--- config.mk ---
export PLATFORM = sky130hd
export DESIGN_NAME = i2c_slave_rx
export DESIGN_NICKNAME = d
export VERILOG_FILES = /design/src/rtl/i2c_slave_rx.sv
export SDC_FILE = /design/constraint.sdc
export NUM_CORES = 1
export LEC_CHECK = 0
export CORE_MARGIN = 2
export CORE_UTILIZATION = 25
export CTS_CLUSTER_SIZE = 40
export DETAILED_ROUTE_END_ITERATION = 6
export HOLD_SLACK_MARGIN = 0.12
export PLACE_DENSITY = 0.49
export SYNTH_ARGS = -nofsm -noshare
export SYNTH_HDL_FRONTEND = slang
export SYNTH_SLANG_ARGS = --single-unit
--- constraint.sdc ---
create_clock -name clk -period 2.5 [get_ports clk]
set_input_delay 0.625 -clock clk [delete_from_list [all_inputs] [get_ports clk]]
set_output_delay 0.625 -clock clk [all_outputs]
set_load 0.02 [all_outputs]
--- src/rtl/i2c_slave_rx.sv ---
module i2c_slave_rx #(
  parameter int SYNC_STAGES = 2,
  parameter logic [7:0] IDLE_CODE = 8'hF8
) (
  input  logic       clk,
  input  logic       rst_n,
  input  logic       scl_i,
  input  logic       sda_i,
  output logic       scl_hold_o,
  output logic       sda_low_o,
  input  logic [6:0] own_addr_i,
  input  logic       aa_i,
  input  logic       arb_lost_i,
  input  logic       si_clr_i,
  output logic       si_o,
  output logic [7:0] status_o,
  output logic [7:0] rx_data_o
);

  typedef enum logic [1:0] {M_IDLE, M_ADDR, M_DATA} mode_t;

  logic [SYNC_STAGES-1:0] scl_sy, sda_sy;
  logic scl_q, sda_q;
  mode_t mode;
  logic [3:0] bitcnt;
  logic in_ack, acked, gc, arb_flag, arb_hit;
  logic [7:0] shreg, code;

  wire scl = scl_sy[SYNC_STAGES-1];
  wire sda = sda_sy[SYNC_STAGES-1];
  wire scl_rise = scl & ~scl_q;
  wire scl_fall = ~scl & scl_q;
  wire start_c = scl & scl_q & sda_q & ~sda;
  wire stop_c = scl & scl_q & ~sda_q & sda;
  wire own_match = (shreg[7:1] == own_addr_i) && !shreg[0];
  wire gc_match = (shreg == 8'h00);

  assign status_o = si_o ? code : IDLE_CODE;

  always_ff @(posedge clk or negedge rst_n) begin
    if (!rst_n) begin
      scl_sy <= '1;
      sda_sy <= '1;
      scl_q <= 1'b1;
      sda_q <= 1'b1;
    end else begin
      scl_sy <= {scl_sy[SYNC_STAGES-2:0], scl_i};
      sda_sy <= {sda_sy[SYNC_STAGES-2:0], sda_i};
      scl_q <= scl;
      sda_q <= sda;
    end
  end

  always_ff @(posedge clk or negedge rst_n) begin
    if (!rst_n) begin
      mode <= M_IDLE;
      bitcnt <= '0;
      in_ack <= 1'b0;
      acked <= 1'b0;
      gc <= 1'b0;
      arb_flag <= 1'b0;
      arb_hit <= 1'b0;
      shreg <= '0;
      code <= IDLE_CODE;
      si_o <= 1'b0;
      scl_hold_o <= 1'b0;
      sda_low_o <= 1'b0;
      rx_data_o <= '0;
    end else begin
      if (arb_lost_i) arb_flag <= 1'b1;
      if (si_clr_i) begin
        si_o <= 1'b0;
        scl_hold_o <= 1'b0;
      end
      if (start_c) begin
        if (mode == M_DATA) begin
          si_o <= 1'b1;
          code <= 8'hA0;
        end
        mode <= M_ADDR;
        bitcnt <= '0;
        in_ack <= 1'b0;
        sda_low_o <= 1'b0;
      end else if (stop_c) begin
        if (mode == M_DATA) begin
          si_o <= 1'b1;
          code <= 8'hA0;
        end
        mode <= M_IDLE;
        bitcnt <= '0;
        in_ack <= 1'b0;
        sda_low_o <= 1'b0;
        arb_flag <= 1'b0;
      end else if (mode != M_IDLE) begin
        if (scl_rise && !in_ack && bitcnt < 4'd8) begin
          shreg <= {shreg[6:0], sda};
          bitcnt <= bitcnt + 4'd1;
        end
        if (scl_fall) begin
          if (in_ack) begin
            in_ack <= 1'b0;
            sda_low_o <= 1'b0;
            bitcnt <= '0;
            si_o <= 1'b1;
            scl_hold_o <= 1'b1;
            if (mode == M_ADDR) begin
              mode <= M_DATA;
              code <= gc ? (arb_hit ? 8'h78 : 8'h70) : (arb_hit ? 8'h68 : 8'h60);
            end else begin
              code <= gc ? (acked ? 8'h90 : 8'h98) : (acked ? 8'h80 : 8'h88);
              if (!acked) mode <= M_IDLE;
            end
          end else if (bitcnt == 4'd8) begin
            if (mode == M_ADDR) begin
              arb_hit <= arb_flag;
              arb_flag <= 1'b0;
              if (aa_i && (own_match || gc_match)) begin
                in_ack <= 1'b1;
                sda_low_o <= 1'b1;
                gc <= gc_match;
              end else begin
                mode <= M_IDLE;
                bitcnt <= '0;
              end
            end else begin
              in_ack <= 1'b1;
              sda_low_o <= aa_i;
              acked <= aa_i;
              rx_data_o <= shreg;
            end
          end
        end
      end
    end
  end

  a_r5_ack_needs_aa: assert property (@(posedge clk) disable iff (!rst_n)
    $rose(sda_low_o) |-> $past(aa_i));

  a_r10_event_code: assert property (@(posedge clk) disable iff (!rst_n)
    $rose(si_o) |-> status_o inside {8'h60, 8'h68, 8'h70, 8'h78, 8'h80, 8'h88, 8'h90, 8'h98, 8'hA0});

  a_r10_hold_implies_si: assert property (@(posedge clk) disable iff (!rst_n)
    scl_hold_o |-> si_o);

  a_r7_nack_no_drive: assert property (@(posedge clk) disable iff (!rst_n)
    (si_o && status_o == 8'h88) |-> !sda_low_o);

endmodule

Yosys cells after proc, flatten, opt, wreduce, memory -nomap -nowiden --
Index checks and enable logic that the tools add are counted.
Operators by class: add/subtract/negate cells 1, equality and inequality tests 7, shifts and indexed selects 0, reductions and logical operators 22, multipliers 0, mux-type cells 70, order comparisons 1, div/mod/pow operators 0, bitwise logic cells 15
Operator list (count):
- $mux W8 | 8
- $mux W4 | 13
- $mux W1 | 37
- $mux W2 | 10
- $reduce_and A7 Y1 | 2
- $mux W5 | 2
- $reduce_bool A3 Y1 | 3
- $logic_not A8 Y1 | 1
- $not A1 Y1 | 8
- $reduce_and A4 Y1 | 2
- $reduce_and A8 Y1 | 1
- $reduce_bool A4 Y1 | 2
- $and A1 B1 Y1 | 7
- $eq A7 B7 Y1 | 1
- $reduce_and A6 Y1 | 1
- $ne A5 B4 Y1 const B | 1
- $add A4 B1 Y4 const B | 1
- $eq A4 B4 Y1 const B | 1
- $logic_and A1 B1 Y1 | 4
- $lt A4 B4 Y1 const B | 1
- $ne A4 B1 Y1 const B | 1
- $ne A4 B4 Y1 const B | 1
- $reduce_and A3 Y1 | 1
- $eq A2 B1 Y1 const B | 1
- other kinds (5) | 6
Word-level totals: register bits 44, input port bits 14, memories 0, bits in latches 0, logic and storage cells 133, bits in read-only memories 0, memory bits (writable) 0, output and inout bits 19

Longest topological paths before layout --
word-level depth 13, depth in mapped cells 8, gate-level depth less buffers 7

Least setup slack after synthesis --
Ideal clock, no wire load.
kind input port to flip-flop, from in own_addr_i[3], to reg sda_low_o, arrival time 1.763 ns, required time 2.374 ns, cell stages on the path 5, path slack 0.611 ns, path buffers 0, library setup time 0.126 ns, cell sequence xor2_1 > or4_4 > o21ai_1 > a41o_1 > o22ai_1
On the way: cells in the longest elaborated chain, start to end 6
RTL lines:
- start, declared | RTL line 11 | input logic [6:0] own_addr_i,
- $eq A7 B7 Y1 | RTL line 35 | wire own_match = (shreg[7:1] == own_addr_i) && !shreg[0];
- $logic_and A1 B1 Y1 | RTL line 35
- $logic_or A1 B1 Y1 | RTL line 117 | if (aa_i && (own_match || gc_match)) begin
- $logic_and A1 B1 Y1 | RTL line 117
- $ne A5 B4 Y1 (no source line)
- $reduce_and A4 Y1 (no source line)
- end signal, assigned | RTL line 127 | sda_low_o <= aa_i;
- end, declared | RTL line 10 | output logic sda_low_o,
No other way between the ends. A chain may end at the register's enable or synchronous reset.

Worst setup path after layout --
from reg si_o, to out status_o[2]
On the way: cells in the longest elaborated chain, start to end 1
RTL lines:
- start, declared | RTL line 15 | output logic si_o,
- start signal, assigned | RTL line 65 | si_o <= 1'b0;
- start signal, assigned | RTL line 72 | si_o <= 1'b0;
- start signal, assigned | RTL line 77 | si_o <= 1'b1;
- $mux W8 | RTL line 38 | assign status_o = si_o ? code : IDLE_CODE;
- end, declared | RTL line 16 | output logic [7:0] status_o,
No other way between the ends.

==> results summary <==
Measured along the x axis, the die boundary spans 97.48 microns. The deepest level of the CTS H-tree came out at 2. The utilization after layout came out at 31.93%. The relative area change from synthesis to final layout is 25.60%. The synthesized design contains 0 enable-type register cells. The slew at the pin closest to its max-slew limit is roughly 840 ps. Setup repair after global routing left no endpoint under its margin. The number of remaining DRC errors is 0. TritonCTS built the clock tree. The post-synthesis cell type count is 47.

The total of hold buffers inserted after clock tree synthesis came out at 0. The first detailed-routing pass ran for 4 iterations. The worst setup path is launched from a flip-flop.

The HPWL after detailed placement is 3537 microns. The hold violation count in the final report came out at 0. For this block, the routed nets add up to 4915 microns of wire.

The largest stage delay on the critical path came out at 590 ps. The synthesis warning total came out at 0. The fraction of synthesized cell area in xor and xnor cells came out at about 3.2%.

For this design, the sink count on the clock tree is 44. The netlist area before placement is 2185 sq um. The largest family of logic cells by synthesized area is simple AND/OR/NAND/NOR gates. The final worst clock skew is 3.476 ps.

The number of buffers inserted by port buffering came out at 32. After clock tree synthesis, the clock-pin slew on the worst setup and hold paths is about 80 ps. The global-route met2 utilization is 16.82%. The simple-gate area share of the yosys netlist came out at 17.53%. The repair_antennas step left the layout with diodes totalling 0. Leaving out fill and tap cells, the most frequent cells in the layout are dfrtp_1 (33), clkdlybuf4s50_1 (31), mux2_2 (18). The max-slew violation total from the final report came to 0.

The maximum clock insertion buffer count came out at 2. Synthesis produced 199 cells. The time the worst path needs with I/O delays and setup came out at 2188 ps.

The starting density of the core came out at roughly 25%. In this run the clock root is driven by a clkbuf_8. The placeable core region came out at 8593 sq um.

The floorplan has 34 rows. In this run, post-CTS repair resized a total of 0 instances. In this run, the number of DRC markers left after iteration 0 of detailed routing was 86. The top-area cell type share of the netlist area is 37.80%. The total overflow reported by the global router came out at 0. The detail-routed net length per standard cell came out at about 14 microns. The adder and majority gate portion of the synthesized area is ~1.1%. The combined area of the multi-input logic cells came out at between 1000 and 1500 sq um. The tool flagged a number of max-cap violations equal to 0. The maximum operating frequency came out at 457.1 MHz. Sequential cells were found to cover between 50 and 60% of the synthesized design area. The die covers between 9000 and 10000 sq um. Data on the critical path arrives at its endpoint at around 1600 ps. Dividing the synthesized area by the synthesized cell count gives 10.98 sq um. In this run, CTS created clock tree buffers numbering 5.

The synthesized flop and latch total came out at between 40 and 50. The worst hold path belongs to the class reg2reg. The antenna violation net count after detailed routing came out at 0. The met3 layer usage reported by global route came out at 2.734%.

STA classifies the critical path endpoint as an output port. The number of nets in the synthesized netlist is 215. The via count of the first global-routing pass is 1632. The critical path goes through and2_1, clkdlybuf4s50_1. The number of endpoints failing setup at the final stage came out at 0. The final weighted congestion of routability-driven global placement came out at about 0.85. The maximum resistive drop on vdd came out at 274.3 uV. Buffers added to address setup during post-CTS repair amount to 0. The compound-gate portion of the synthesized area came out at 14.78%. In the synthesized netlist the dominant register cell turns out to be dfrtp_1.

After synthesis, the cell types taking the most area are dfrtp_1 (38%), dfstp_2 (13%), mux2_2 (9.3%), nor2_1 (2.4%), a21oi_1 (2.1%). The most area-hungry cell type in the Yosys netlist is dfrtp_1. The number of filler cells placed in the layout is about 900.

The number of antenna violations at the first check in global routing is 0. The first-pass GRT wire length is 8349 microns. In this run the vertical extent of the chip is between 90 and 100 microns.

The layout cell share with drive strength beyond 1 came out at roughly a fifth. Measured against its own limit, the worst slew margin works out to 44.07%. The power per cell area is slightly above 700 nW/um^2.

The largest net degree at the start of global routing came out at 38. The later pin in the worst-skew pair is clocked with a latency of 290 ps. The detail-routed via count per cell came out at 4.817. The leakage power of the design came out at roughly 1.1 nW. The share of the cycle needed by the critical path after routing came out at 87.51%. The sequential standard cell area came out at 1115 sq um. The number of nets at the end of the flow came out at approximately 250. The slowest stage cell on the critical path is clkdlybuf4s50_1.

Leaving out fill and tap cells, the most frequent cell in the layout is dfrtp_1. The worst endpoint required time is 1880 ps. Detailed routing inserted a total of 1657 vias. The met1 usage in global routing is 15.06%.

In the global route stage, overall resource usage came out at 10.95%. The boundary pin count came out at 33. The post-synthesis async set-or-reset flop share is 100.0%. The setup TNS is 0 ps.

The layer flagged by global routing as most heavily used is met2. The critical-path maximum fanout came out at 10. The worst setup path is of the reg2out kind.

The proportion of synthesized area in mux cells came out at 9.278%. The run finished with clean final reports.
## final timing paths
path	from	endpoint	slack, ps	cells past startpoint
hold reg to reg	scl_sy[0]$_DFF_PN1_	scl_sy[1]$_DFF_PN1_	360	0
min in group asynchronous	rst_n	sda_low_o$_DFFE_PN0P_	430	1
setup / recovery	si_o$_DFF_PN0_	status_o[2]	310	2
hold / removal	scl_sy[0]$_DFF_PN1_	scl_sy[1]$_DFF_PN1_	360	0
setup reg to reg	bitcnt[0]$_DFFE_PN0N_	rx_data_o[3]$_DFFE_PN0P_	530	7
max in group asynchronous	rst_n	mode[1]$_DFFE_PN0P_	1480	2
## area by class of cell
class / instances / share of cell area (%)
clock buffers: 5 / 2.508
repair buffers: 37 / 12.86
clock inverters: 3 / 1.550
well taps: 108 / 4.925
inverters: 7 / 0.9576
multi-input cells: 140 / 36.57
flip-flops and latches: 44 / 40.63
## worst max-delay path: cells and delay by family, from the launching register on
family        cells  cell delay (ps)
simple gates      1              170
flops             1              510
buf+inv           1              590
## sequential cells by signal, indices dropped and copies added (netlist names)
name and count:
acked 1, arb_flag 1, arb_hit 1, bitcnt 4, code 8, gc 1
in_ack 1, mode 2, rx_data_o 8, scl_hold_o 1, scl_q 1, scl_sy 2
sda_low_o 1, sda_q 1, sda_sy 2, shreg 8, si_o 1
## routing by layer
layer / vias to the layer above / share of wire [%]
li1: 800 / -
met1: 792 / 49
met2: 61 / 44
met3: 4 / 6.1
met4: 0 / 0.83
met5: - / 0
## power breakdown
group,switching [mW],leakage [nW],internal [mW]
combinational,0.204,0.501,0.221
sequential,0.158,0.551,0.838
clock,0.247,0.0541,0.296
total,0.610,1.11,1.36
## logic make-up (layout without fill, tap and decap cells)
group                      after synthesis  after routing
adders and majority gates                2              2
DFF                                     44             44
AOI/OAI and AO/OA                       48             48
xor gates and xnor gates                 8              8
buffers and inverters                   15             52
and+or+nand+nor                         64             64
muxes                                   18             18
## stage by stage
| stage | setup slack, ps | cells | instance area (sq um) | hold slack (ps) | power, mW |
|---|---|---|---|---|---|
| floorplan | 611.1 | 199 | 2185 | 329.4 | 1.270 |
| global placement | 92.70 | 336 | 2633 | 346.8 | 1.435 |
| detailed placement | 54.78 | 336 | 2633 | 348.9 | 1.441 |
| CTS | 293.1 | 344 | 2744 | 362.2 | 1.988 |
| global route | 222.0 | 344 | 2744 | 365.4 | 2.083 |
| finish | 312.2 | 344 | 2744 | 359.8 | 1.965 |
## cell usage after synthesis (4+ instances only)
library cell,n
xnor2_1,4
o22ai_1,4
a211oi_1,4
and2_1,6
dfstp_2,11
clkbuf_1,5
nand4_1,5
xor2_1,4
nand3_1,5
o21ai_0,6
nand2_1,10
nand2b_1,7
a21oi_1,9
dfrtp_1,33
inv_1,7
nor2_1,14
mux2_2,18
Note: power is estimated with default switching activity, not from simulation.
